[src/rtl/adsel_pkg.sv]
package adsel_pkg;
  localparam int unsigned ADDR_W = 7;

  typedef enum logic [1:0] {
    SEL_LOW   = 2'b00,
    SEL_FLOAT = 2'b01,
    SEL_HIGH  = 2'b10,
    SEL_SPARE = 2'b11
  } sel_e;

  function automatic logic [ADDR_W-1:0] sel_to_addr(sel_e s);
    case (s)
      SEL_FLOAT: return 7'b1001010;
      SEL_HIGH:  return 7'b1001011;
      default:   return 7'b1001000;
    endcase
  endfunction
endpackage

[src/rtl/adsel_spike_filter.sv]
module adsel_spike_filter #(
  parameter int unsigned FILT_CYCLES = 5,
  parameter bit          RST_VAL     = 1'b1
) (
  input  logic clk_i,
  input  logic rst_ni,
  input  logic d_i,
  output logic q_o
);
  localparam int unsigned CW = (FILT_CYCLES < 2) ? 1 : $clog2(FILT_CYCLES);
  localparam logic [CW-1:0] LAST = CW'(FILT_CYCLES - 1);

  logic          samp_q;
  logic [CW-1:0] cnt_q;

  always_ff @(posedge clk_i or negedge rst_ni) begin
    if (!rst_ni) begin
      samp_q <= RST_VAL;
      q_o    <= RST_VAL;
      cnt_q  <= '0;
    end else begin
      samp_q <= d_i;
      if (samp_q != q_o) begin
        if (cnt_q == LAST) begin
          q_o   <= samp_q;
          cnt_q <= '0;
        end else begin
          cnt_q <= cnt_q + 1'b1;
        end
      end else begin
        cnt_q <= '0;  // level fell back: restart the hold window
      end
    end
  end
endmodule

[src/rtl/adsel_frame_watch.sv]
module adsel_frame_watch #(
  parameter int unsigned ADDR_W = 7
) (
  input  logic              clk_i,
  input  logic              rst_ni,
  input  logic              scl_i,
  input  logic              sda_i,
  input  logic [ADDR_W-1:0] cur_addr_i,
  output logic              hit_o
);
  localparam int unsigned BW = $clog2(ADDR_W + 2);
  localparam logic [BW-1:0] LAST_ADDR = BW'(ADDR_W);

  logic              scl_q, sda_q, active_q;
  logic [BW-1:0]     bit_q;
  logic [ADDR_W-1:0] shift_q;
  logic              scl_rise, start_det, stop_det;

  assign scl_rise  = scl_i & ~scl_q;
  assign start_det = scl_i & scl_q & sda_q & ~sda_i;
  assign stop_det  = scl_i & scl_q & ~sda_q & sda_i;
  assign hit_o     = active_q & scl_rise & (bit_q == LAST_ADDR) & (shift_q == cur_addr_i);

  always_ff @(posedge clk_i or negedge rst_ni) begin
    if (!rst_ni) begin
      scl_q    <= 1'b1;
      sda_q    <= 1'b1;
      active_q <= 1'b0;
      bit_q    <= '0;
      shift_q  <= '0;
    end else begin
      scl_q <= scl_i;
      sda_q <= sda_i;
      if (start_det) begin
        active_q <= 1'b1;
        bit_q    <= '0;
      end else if (stop_det) begin
        active_q <= 1'b0;
      end else if (active_q && scl_rise) begin
        if (bit_q < LAST_ADDR) begin
          shift_q <= {shift_q[ADDR_W-2:0], sda_i};
          bit_q   <= bit_q + 1'b1;
        end else begin
          active_q <= 1'b0;  // only the first byte after START matters
        end
      end
    end
  end
endmodule

[src/rtl/i2c_addr_sel.sv]
module i2c_addr_sel
  import adsel_pkg::*;
#(
  parameter int unsigned CLK_PERIOD_PS = 10000,
  parameter int unsigned SPIKE_PS      = 50000,
  parameter int unsigned MATCH_COUNT   = 2
) (
  input  logic              clk_i,
  input  logic              rst_ni,
  input  logic              scl_i,
  input  logic              sda_i,
  input  logic [1:0]        sel_i,
  output logic              scl_o,
  output logic              sda_o,
  output logic [ADDR_W-1:0] addr_o,
  output logic              locked_o
);
  localparam int unsigned FILT_CYCLES = (SPIKE_PS + CLK_PERIOD_PS - 1) / CLK_PERIOD_PS;
  localparam int unsigned CNT_W = $clog2(MATCH_COUNT + 1);
  localparam logic [CNT_W-1:0] CNT_LAST = CNT_W'(MATCH_COUNT - 1);

  logic [1:0] raw_lines, filt_lines;
  assign raw_lines = {sda_i, scl_i};

  for (genvar g = 0; g < 2; g++) begin : g_filt
    adsel_spike_filter #(
      .FILT_CYCLES(FILT_CYCLES),
      .RST_VAL    (1'b1)
    ) u_filt (
      .clk_i (clk_i),
      .rst_ni(rst_ni),
      .d_i   (raw_lines[g]),
      .q_o   (filt_lines[g])
    );
  end

  assign scl_o = filt_lines[0];
  assign sda_o = filt_lines[1];

  logic [ADDR_W-1:0] live_addr, frozen_q;
  logic              hit;
  logic [CNT_W-1:0]  cnt_q;

  assign live_addr = sel_to_addr(sel_e'(sel_i));
  assign addr_o    = locked_o ? frozen_q : live_addr;

  adsel_frame_watch #(.ADDR_W(ADDR_W)) u_watch (
    .clk_i     (clk_i),
    .rst_ni    (rst_ni),
    .scl_i     (scl_o),
    .sda_i     (sda_o),
    .cur_addr_i(addr_o),
    .hit_o     (hit)
  );

  always_ff @(posedge clk_i or negedge rst_ni) begin
    if (!rst_ni) begin
      cnt_q    <= '0;
      locked_o <= 1'b0;
      frozen_q <= '0;
    end else if (hit && !locked_o) begin
      cnt_q <= cnt_q + 1'b1;
      if (cnt_q == CNT_LAST) begin
        locked_o <= 1'b1;
        frozen_q <= live_addr;
      end
    end
  end
endmodule

[config.mk]
export PLATFORM = sky130hd
export DESIGN_NAME = i2c_addr_sel
export DESIGN_NICKNAME = d
export VERILOG_FILES = /design/src/rtl/adsel_pkg.sv /design/src/rtl/adsel_spike_filter.sv /design/src/rtl/adsel_frame_watch.sv /design/src/rtl/i2c_addr_sel.sv
export SDC_FILE = /design/constraint.sdc
export NUM_CORES = 1
export LEC_CHECK = 0
export ABC_AREA = 1
export BUFFER_PORTS_ARGS = -buffer_cell sky130_fd_sc_hd__buf_2
export CORE_ASPECT_RATIO = 0.75
export CORE_MARGIN = 8
export CORE_UTILIZATION = 30
export DETAILED_ROUTE_END_ITERATION = 12
export MAX_ROUTING_LAYER = met4
export PLACE_DENSITY = 0.47
export REMOVE_ABC_BUFFERS = 1
export SETUP_SLACK_MARGIN = 0.3
export SYNTH_ARGS = -nofsm -noshare
export SYNTH_HDL_FRONTEND = slang
export SYNTH_SLANG_ARGS = --single-unit
[constraint.sdc]
create_clock -name clk_i -period 1.9 [get_ports clk_i]
set_input_delay 0.19 -clock clk_i [delete_from_list [all_inputs] [get_ports clk_i]]
set_output_delay 0.19 -clock clk_i [all_outputs]
set_load 0.03 [all_outputs]
# Word level (Yosys, flattened, before mapping)

Cells that the tools add are included.

Bits in registers: 34
Input port bits: 6
Output and inout port bits: 10

Add/subtract/negate cells: 4
$lt $le $gt $ge: 1
Eq/ne operators: 11
Muxes and demuxes: 14
Bitwise gates (word level): 14
Reduce and logical (&&, ||, !) cells: 12

Operators by type and width:

| operator                                             | number |
|---|---|
| 2-to-1 mux 4 bit                                     | 4 |
| 2-to-1 mux 3 bit                                     | 4 |
| AND 1 bit                                            | 9 |
| AND reduction 2 bit                                  | 4 |
| equality test 7 bit                                  | 1 |
| 2-to-1 mux 7 bit                                     | 1 |
| adder 3 x 1 -> 3 bit (second input constant)         | 2 |
| equality test 3 bit (second input constant)          | 2 |
| inverter 1 bit                                       | 5 |
| adder 4 x 1 -> 4 bit (second input constant)         | 1 |
| equality test 2 x 1 -> 1 bit (second input constant) | 2 |
| equality test 4 x 3 -> 1 bit (second input constant) | 1 |
| < comparator 4 x 3 -> 1 bit (second input constant)  | 1 |
| 2-to-1 mux 1 bit                                     | 4 |
| one-hot mux 2 bit (2 select lines)                   | 1 |
| AND reduction 4 bit                                  | 1 |
| nonzero test 2 bit                                   | 2 |
| != test 3 x 1 -> 1 bit (second input constant)       | 1 |
| AND reduction 3 bit                                  | 1 |
| nonzero test 3 bit                                   | 1 |
| adder 2 x 1 -> 2 bit (second input constant)         | 1 |
| equality test 2 bit (second input constant)          | 1 |
| logical AND 1 bit                                    | 2 |
| != test 1 bit                                        | 2 |
| 2 further kinds                                      | 2 |

# Longest topological paths before layout

Gate-level depths: netlist (run 1).

Depth in word-level cells: 7
Depth in mapped cells: 9
Depth with buffers taken out: 9

# Hierarchy

From an unflattened synthesis (run 1), not the netlist that was laid out.

Cells, all modules: 190
Area total of the unflattened synthesis: 1540.2 um^2

Modules (own cells, without submodules):

| module                                 | instances | cells an instance | area each (um^2) | seq. area each (um^2) |
|---|---|---|---|---|
| adsel_frame_watch                      | 1         | 103               | 770.7            | 352.8 |
| i2c_addr_sel                           | 1         | 37                | 301.5            | 125.1 |
| adsel_spike_filter at g_filt[1].u_filt | 1         | 25                | 235.2            | 127.6 |
| adsel_spike_filter at g_filt[0].u_filt | 1         | 25                | 232.7            | 127.6 |

# Worst setup path after synthesis (run 1)

Ideal clock, no wire load.

Kind: register -> register
From: reg frozen_q[3]
To: reg frozen_q[0]
Data arrival time: 1303 ps
Data required time: 1782 ps
Slack: 479 ps
Stages on the path, launching flop included: 8
Buffers on the path: 0
Period minus slack after synthesis: 1421 ps
Path through: dfrtp_1 > nand2_1 > nand2_2 > nand2_1 > nand2_1 > nand4_1 > nand2_1 > nand2_1

Cells in the longest elaborated chain, start to end: 5

Ends and longest elaborated chain:

| element                              | RTL line                | source |
|---|---|---|
| from (decl)                          | i2c_addr_sel.sv:40      | `logic [ADDR_W-1:0] live_addr, frozen_q;` |
| from (signal assigned)               | i2c_addr_sel.sv:65      | `frozen_q <= live_addr;` |
| 2-to-1 mux 7 bit                     | i2c_addr_sel.sv:45      | `assign addr_o = locked_o ? frozen_q : live_addr;` |
| equality test 7 bit                  | adsel_frame_watch.sv:22 | `assign hit_o = active_q & scl_rise & (bit_q == LAST_ADDR) & (shift_q == cur_addr_i);` |
| AND 1 bit                            | adsel_frame_watch.sv:22 |  |
| logical AND 1 bit                    | i2c_addr_sel.sv:61      | `end else if (hit && !locked_o) begin` |
| AND reduction 2 bit (no source line) | n/a                     |  |

No other way between the ends.
A chain may end at the register's enable or synchronous reset.

# Worst setup path in the final report (run 1)

From: reg u_watch.bit_q[0]
To: reg u_watch.bit_q[3]

Cells in the longest elaborated chain, start to end: 5

Ends and longest elaborated chain:

| element                | RTL line                | source |
|---|---|---|
| from (decl)            | adsel_frame_watch.sv:15 | `logic [BW-1:0] bit_q;` |
| from (signal assigned) | adsel_frame_watch.sv:42 | `bit_q <= bit_q + 1'b1;` |
| adder 4 x 1 -> 4 bit   | adsel_frame_watch.sv:42 |  |
| 2-to-1 mux 4 bit       | adsel_frame_watch.sv:40 | `if (bit_q < LAST_ADDR) begin` |
| 2-to-1 mux 4 bit       | adsel_frame_watch.sv:39 | `end else if (active_q && scl_rise) begin` |
| 2-to-1 mux 4 bit       | adsel_frame_watch.sv:37 | `end else if (stop_det) begin` |
| 2-to-1 mux 4 bit       | adsel_frame_watch.sv:34 | `if (start_det) begin` |

Parallel ways exist; a longest one is shown, timed or not. The select of a mux whose other input is x is not followed.

==> results of run 1 <==
==> final cells by class <==
cell class / instances / area (um2) / area share, %
clock buffers: 8 / 90.09 / 5.333
flip-flops and latches: 29 / 733.2 / 43.41
multi-input cells: 107 / 606.8 / 35.93
well taps: 60 / 75.07 / 4.444
inverters: 23 / 88.84 / 5.259
repair buffers: 15 / 95.09 / 5.630
==> logic make-up after synthesis <==
family,synth area share (%)
buf+inv,9.326
other cells,0.5183
mux,0.7771
compound gates,6.476
simple gates,23.83
xor+xnor,2.418
fa+ha+maj,6.045
flops,50.60
==> cells in the final DEF, fill, tap and decap left out, types with 3 or more instances in the layout <==
cell type      count
buf_2             10
clkbuf_8           6
conb_1             5
dfrtp_1           23
dfstp_2            6
dlygate4sd3_1      3
ha_1               7
inv_1             20
nand2_1           39
nand2_2            4
nand3_1           11
nand4_1            4
nor2_1            13
o21ai_0            3
o21ai_2            5
xnor2_1            4
==> sequential cells by signal, summed over array words and instances (netlist names) <==
register / cells
cnt_q: 2
frozen_q: 3
g_filt.u_filt.cnt_q: 6
g_filt.u_filt.q_o: 2
g_filt.u_filt.samp_q: 2
u_watch.active_q: 1
u_watch.bit_q: 4
u_watch.scl_q: 1
u_watch.sda_q: 1
u_watch.shift_q: 7
==> path summary, 6_finish.rpt <==
check	from	endpoint	slack (ps)	depth (start not counted)
min in group asynchronous	rst_ni	g_filt[1].u_filt.cnt_q[1]	480	2
worst min register to register	g_filt[1].u_filt.q_o	u_watch.sda_q	390	0
worst min-delay path	sel_i[1]	frozen_q[1]	330	5
max in group asynchronous	rst_ni	u_watch.shift_q[6]	1000	2
worst max-delay path	u_watch.bit_q[0]	u_watch.bit_q[3]	430	8
worst max register to register	u_watch.bit_q[0]	u_watch.bit_q[3]	430	8
==> worst max-delay path, cell delays in order (launching register included) <==
cell and delay [ps]:
dfrtp_1 400, ha_1 220, nand2_1 80, inv_1 60
nor2_2 140, nand3_4 150, buf_4 180, nand3_1 70
nand2_1 60
==> what timing repair did <==
item                                   4_1_cts  5_1_grt
buffers inserted                             0        1
endpoints found under the hold margin       25        0
pin swaps                                    0        1
setup endpoints to repair                    3       11
hold buffers                                 3        0
gates resized for setup                      1        3
==> metrics by stage <==
| stage | hold WS (ps) | worst slack (ps) |
|---|---|---|
| floorplan | -105.6 | 345.2 |
| global placement | 246.7 | 359.5 |
| detailed placement | 266.4 | 314.8 |
| CTS | 327.0 | 315.8 |
| global route | 367.3 | 305.6 |
| finish | 332.0 | 433.4 |
==> report_power, final <==
group          leakage, nW  internal, mW  switching, mW  total, mW
logic                0.414         0.238          0.380      0.618
registers            0.367         0.809          0.135      0.944
clock network       0.0455         0.295          0.216      0.511
total                0.827          1.34          0.730       2.07
==> cell usage after synthesis <==
cell and n:
clkinv_1 1, a21oi_2 1, dfrtp_1 23, nor2_1 14
dfstp_2 6, nand3b_1 1, nand3_1 11, mux2_2 1
o21ai_0 3, nand2_2 4, conb_1 2, nand2_1 39
a22o_1 1, o21ai_1 1, o21ai_2 5, nand3_2 1
a21oi_1 1, xnor2_1 4, buf_6 1, nor2_4 1
nor2_2 2, inv_1 20, buf_4 5, o211ai_1 1
ha_1 7, nand4_1 4, inv_2 2
==> routing by layer <==
layer,global-route usage (%),part of all wire [%],vias to the layer above
met3,3.248,5.3,6
met4,4.135,1.9,0
met2,11.89,46,18
met5,-,0,-
met1,9.471,47,497
li1,-,-,534
==> flow_summary.yaml, run 1 <==
status:
  status: "complete, no violations"
placed_design:
  gp_congestion: 0.8013
  dpl.cell_count: 230
  placed_area_mm2: 0.001544
  dp.final_hpwl_um: 1895
  io_buffer_count: 10
sta:
  hold_violations: 0
  min_period_ps: 1467
  worstMarginPinSlew_ps: 654.1
  fin_worst_skew_ps: 3.977
  min_period_over_period_pct: 77.19
  slew_viol_final: 0
  fin_setup_tns_ps: 0
  finalSetupViolations: 0
  rsz0062_at_grt: "no"
  fmax_mhz: 681.8
  slew_headroom_pct: 56.39
floorplanning:
  core_area_mm2: 0.004762
  start_util_pct: 30.43
  die_h_um: 76.19
  row_count: 22
  die_area_mm2: 0.007332
  ios: 16
  die_w_um: 96.25
grt:
  grt_max_degree: 30
  grt_pass1_wl_um: 4560
  grt_overflow: 0
  grt_pass1_vias: 1021
  antenna_found_initial: 0
  grt_use_total_pct: 8.180
clocking:
  numCtsBuffers: 5
  path_clk_slew_ps: 60
  htreeDepth: 2
  clkSinkCount: 29
  clk_latency_ps: 280
  cts.root.buffer_cell: "clkbuf_8"
  clock_path_buffers: 2
  tritoncts: "yes"
detailed_routing:
  vias_per_cell: 4.360
  dr.pass1.iters: 4
  vias: 1055
  route.detailed.drc: 0
  drt-total-wl_um: 2574
  first_iter_violations: 50
  wire_per_inst_um: 10.64
  detail-route-antenna-nets: 0
layout:
  fill_cells: 494
  area_delta_synth_final_pct: 16.58
  final_cells: 242
  drive_above_1_share_pct: 23.08
  design_area_mm2: 0.001689
  postLayoutCoreUtil_pct: 35.47
  nets: 194
  diodes: 0
pwr:
  p_per_area_mw_per_mm2: 1227
  max-vdd-ir-drop_mv: 0.7618
  power.leakage_nw: 0.8268
  p_total_mw: 2.072
synthesis:
  synth-seq-area-share_pct: 50.60
  synth_cell_type_count: 27
  ys_top_cells_by_area: "dfrtp_1 40%, dfstp_2 11%, nand2_1 10%"
  synth_area_mm2: 0.001449
  synth_warnings: 0
  syn_avg_cell_area_um2: 8.944
  yosysTopAreaCell: "dfrtp_1"
  synth-seq-cells: 29
  synth_top_area_share_pct: 39.72
  synthCells: 162
setup_path:
  worstSetupStartpointType: "flip-flop"
  crit_arrival_ps: 1630
  required_ps: 2060
  end_kind: "flip-flop"
  cp_max_fo: 7
  crit_type: "flip-flop to flip-flop"
min_path:
  worstHoldPathType: "primary input to flip-flop"
job:
  maxCapViolations: 0
Power figures use the tool's default switching activity.
==> inputs of run 2 (changes only) <==
- clock period: 1.9 -> 1.5 ns (I/O delays scaled with it)
==> run 2 against run 1 <==
  * Worst hold slack is essentially flat
  * Final area grew 14%
  * Largest power group unchanged
  * Clock skew grew 0.71 ps
==> flow_summary.yaml, run 2 (synthesis gave the netlist of run 1 again) <==
grt:
  grt_use_total_pct: 9.271
  grt_max_degree: 30
  grt_overflow: 0
  antenna_found_initial: 0
  grt_pass1_vias: 1148
  grt_pass1_wl_um: 5209
floorplanning:
  die_w_um: 96.25
  start_util_pct: 30.43
  row_count: 22
  die_h_um: 76.19
  core_area_mm2: 0.004762
  die_area_mm2: 0.007332
  ios: 16
min_path:
  hp-start: "sel_i[1]"
  hold_path_depth: 5
  worstHoldPathType: "primary input to flip-flop"
detailed_routing:
  vias_per_cell: 4.416
  top_layer_used: "met4"
  wl_met3_um: 173
  drt-total-wl_um: 3068
  wl_met2_um: 1488
  vias: 1135
  dr.pass1.iters: 4
  met1_length_um: 1345
  first_iter_violations: 46
  wire_per_inst_um: 11.94
  detail-route-antenna-nets: 0
  route.detailed.drc: 0
setup_path:
  end_kind: "flip-flop"
  cp.buffers_inverters: 2
  path_depth: 8
  slowest_delay_ps: 400
  required_ps: 1670
  rr_worst_depth: 8
  worstSetupStartpointType: "flip-flop"
  crit_start: "u_watch.bit_q[1]"
  r2r-start: "u_watch.bit_q[1]"
  crit_arrival_ps: 1580
  cp_top_family: "simple AND/OR/NAND/NOR gates"
  cp_max_fo: 7
  crit_chain: "ha_2 -> nand2_2 -> inv_2 -> nor2_4 -> nand3_4 -> buf_4 -> nand3_1 -> nand2_1"
  crit_type: "flip-flop to flip-flop"
  critical_path.slowest_cell: "dfrtp_1"
layout:
  largest_reg_flops: 7
  diodes: 0
  top_regs: "u_watch.shift_q: 7 flops, g_filt.u_filt.cnt_q: 6 flops, u_watch.bit_q: 4 flops"
  area_delta_synth_final_pct: 32.56
  design_area_mm2: 0.001921
  multi_input_area_um2: 690.7
  final_common_cell: "nand2_1"
  largest_register: "u_watch.shift_q"
  nets: 209
  regArea_um2: 734.5
  final_cells: 257
  postLayoutCoreUtil_pct: 40.33
  fill_cells: 483
  drive_above_1_share_pct: 40.10
  layout_common_cells: "30 x nand2_1, 22 x dfrtp_1, 19 x inv_1"
clocking:
  cts.root.buffer_cell: "clkbuf_8"
  clkSinkCount: 29
  path_clk_slew_ps: 60
  clock_path_buffers: 2
  clk_latency_ps: 280
  tritoncts: "yes"
  numCtsBuffers: 5
  htreeDepth: 2
pwr:
  p_per_area_mw_per_mm2: 1535
  max-vdd-ir-drop_mv: 0.8617
  power.leakage_nw: 0.9474
  p_total_mw: 2.948
placed_design:
  gp_congestion: 0.8033
  io_buffer_count: 10
  dp.final_hpwl_um: 2055
  placed_area_mm2: 0.001574
  dpl.cell_count: 234
sta:
  worstMarginPinSlew_ps: 664.2
  min_period_ps: 1409
  slew_viol_final: 0
  fin_hold_ws_ps: 332.0
  hold_violations: 0
  min_period_over_period_pct: 93.95
  rsz0062_at_grt: "yes"
  slew_headroom_pct: 55.72
  fmax_mhz: 709.6
  fin_worst_skew_ps: 4.689
  finalSetupViolations: 0
status:
  status: "complete, no violations"
job:
  maxCapViolations: 0
## run 2: final timing paths
path                                    end  slack, ps
min in group asynchronous  u_watch.active_q        430
max                        u_watch.bit_q[3]         90
min                             frozen_q[1]        330
max in group asynchronous       frozen_q[3]        590
min reg2reg                   u_watch.sda_q        400
max reg2reg                u_watch.bit_q[3]         90
## run 2: where the power goes
group / switching [mW] / total [mW] / internal [mW]
sequential: 0.177 / 1.20 / 1.03
combinational: 0.612 / 1.14 / 0.530
clock: 0.284 / 0.604 / 0.320
## run 2: area by class of cell
type,count,share of cell area (%)
inverters,23,4.886
repair buffers,30,12.70
well taps,60,3.909
multi-input cells,107,35.96
clock inverters,2,0.5212
flip-flops and latches,29,38.24
clock buffers,6,3.779
## run 2: per-layer routing
| layer | global-route usage [%] | vias up |
|---|---|---|
| li1 | - | 567 |
| met1 | 11.46 | 541 |
| met2 | 13.11 | 20 |
| met3 | 3.248 | 7 |
| met4 | 4.288 | 0 |
| met5 | - | - |
## run 2: what timing repair did
item / in CTS / in global routing
buffers inserted: 6 / 5
resized for setup: 26 / 22
hold buffers: 3 / 0
hold endpoints to repair: 25 / 0
setup endpoints to repair: 21 / 22
pin swaps: 8 / 9
gates cloned: 1 / 0
## run 2: worst reg2reg max path, cell delays in order, from the launching register on
cell     delay (ps)
dfrtp_1         400
ha_2            200
nand2_2          70
inv_2            60
nor2_4          140
nand3_4         150
buf_4           170
nand3_1          60
nand2_1          60
## run 2: metrics by stage
stage                     setup WS (ps)  TNS, ps
after floorplan                  -54.76   -85.47
after global placement            63.78        0
after detailed placement         -62.98   -267.9
after CTS                         139.6        0
after global routing              10.14        0
final                             90.79        0
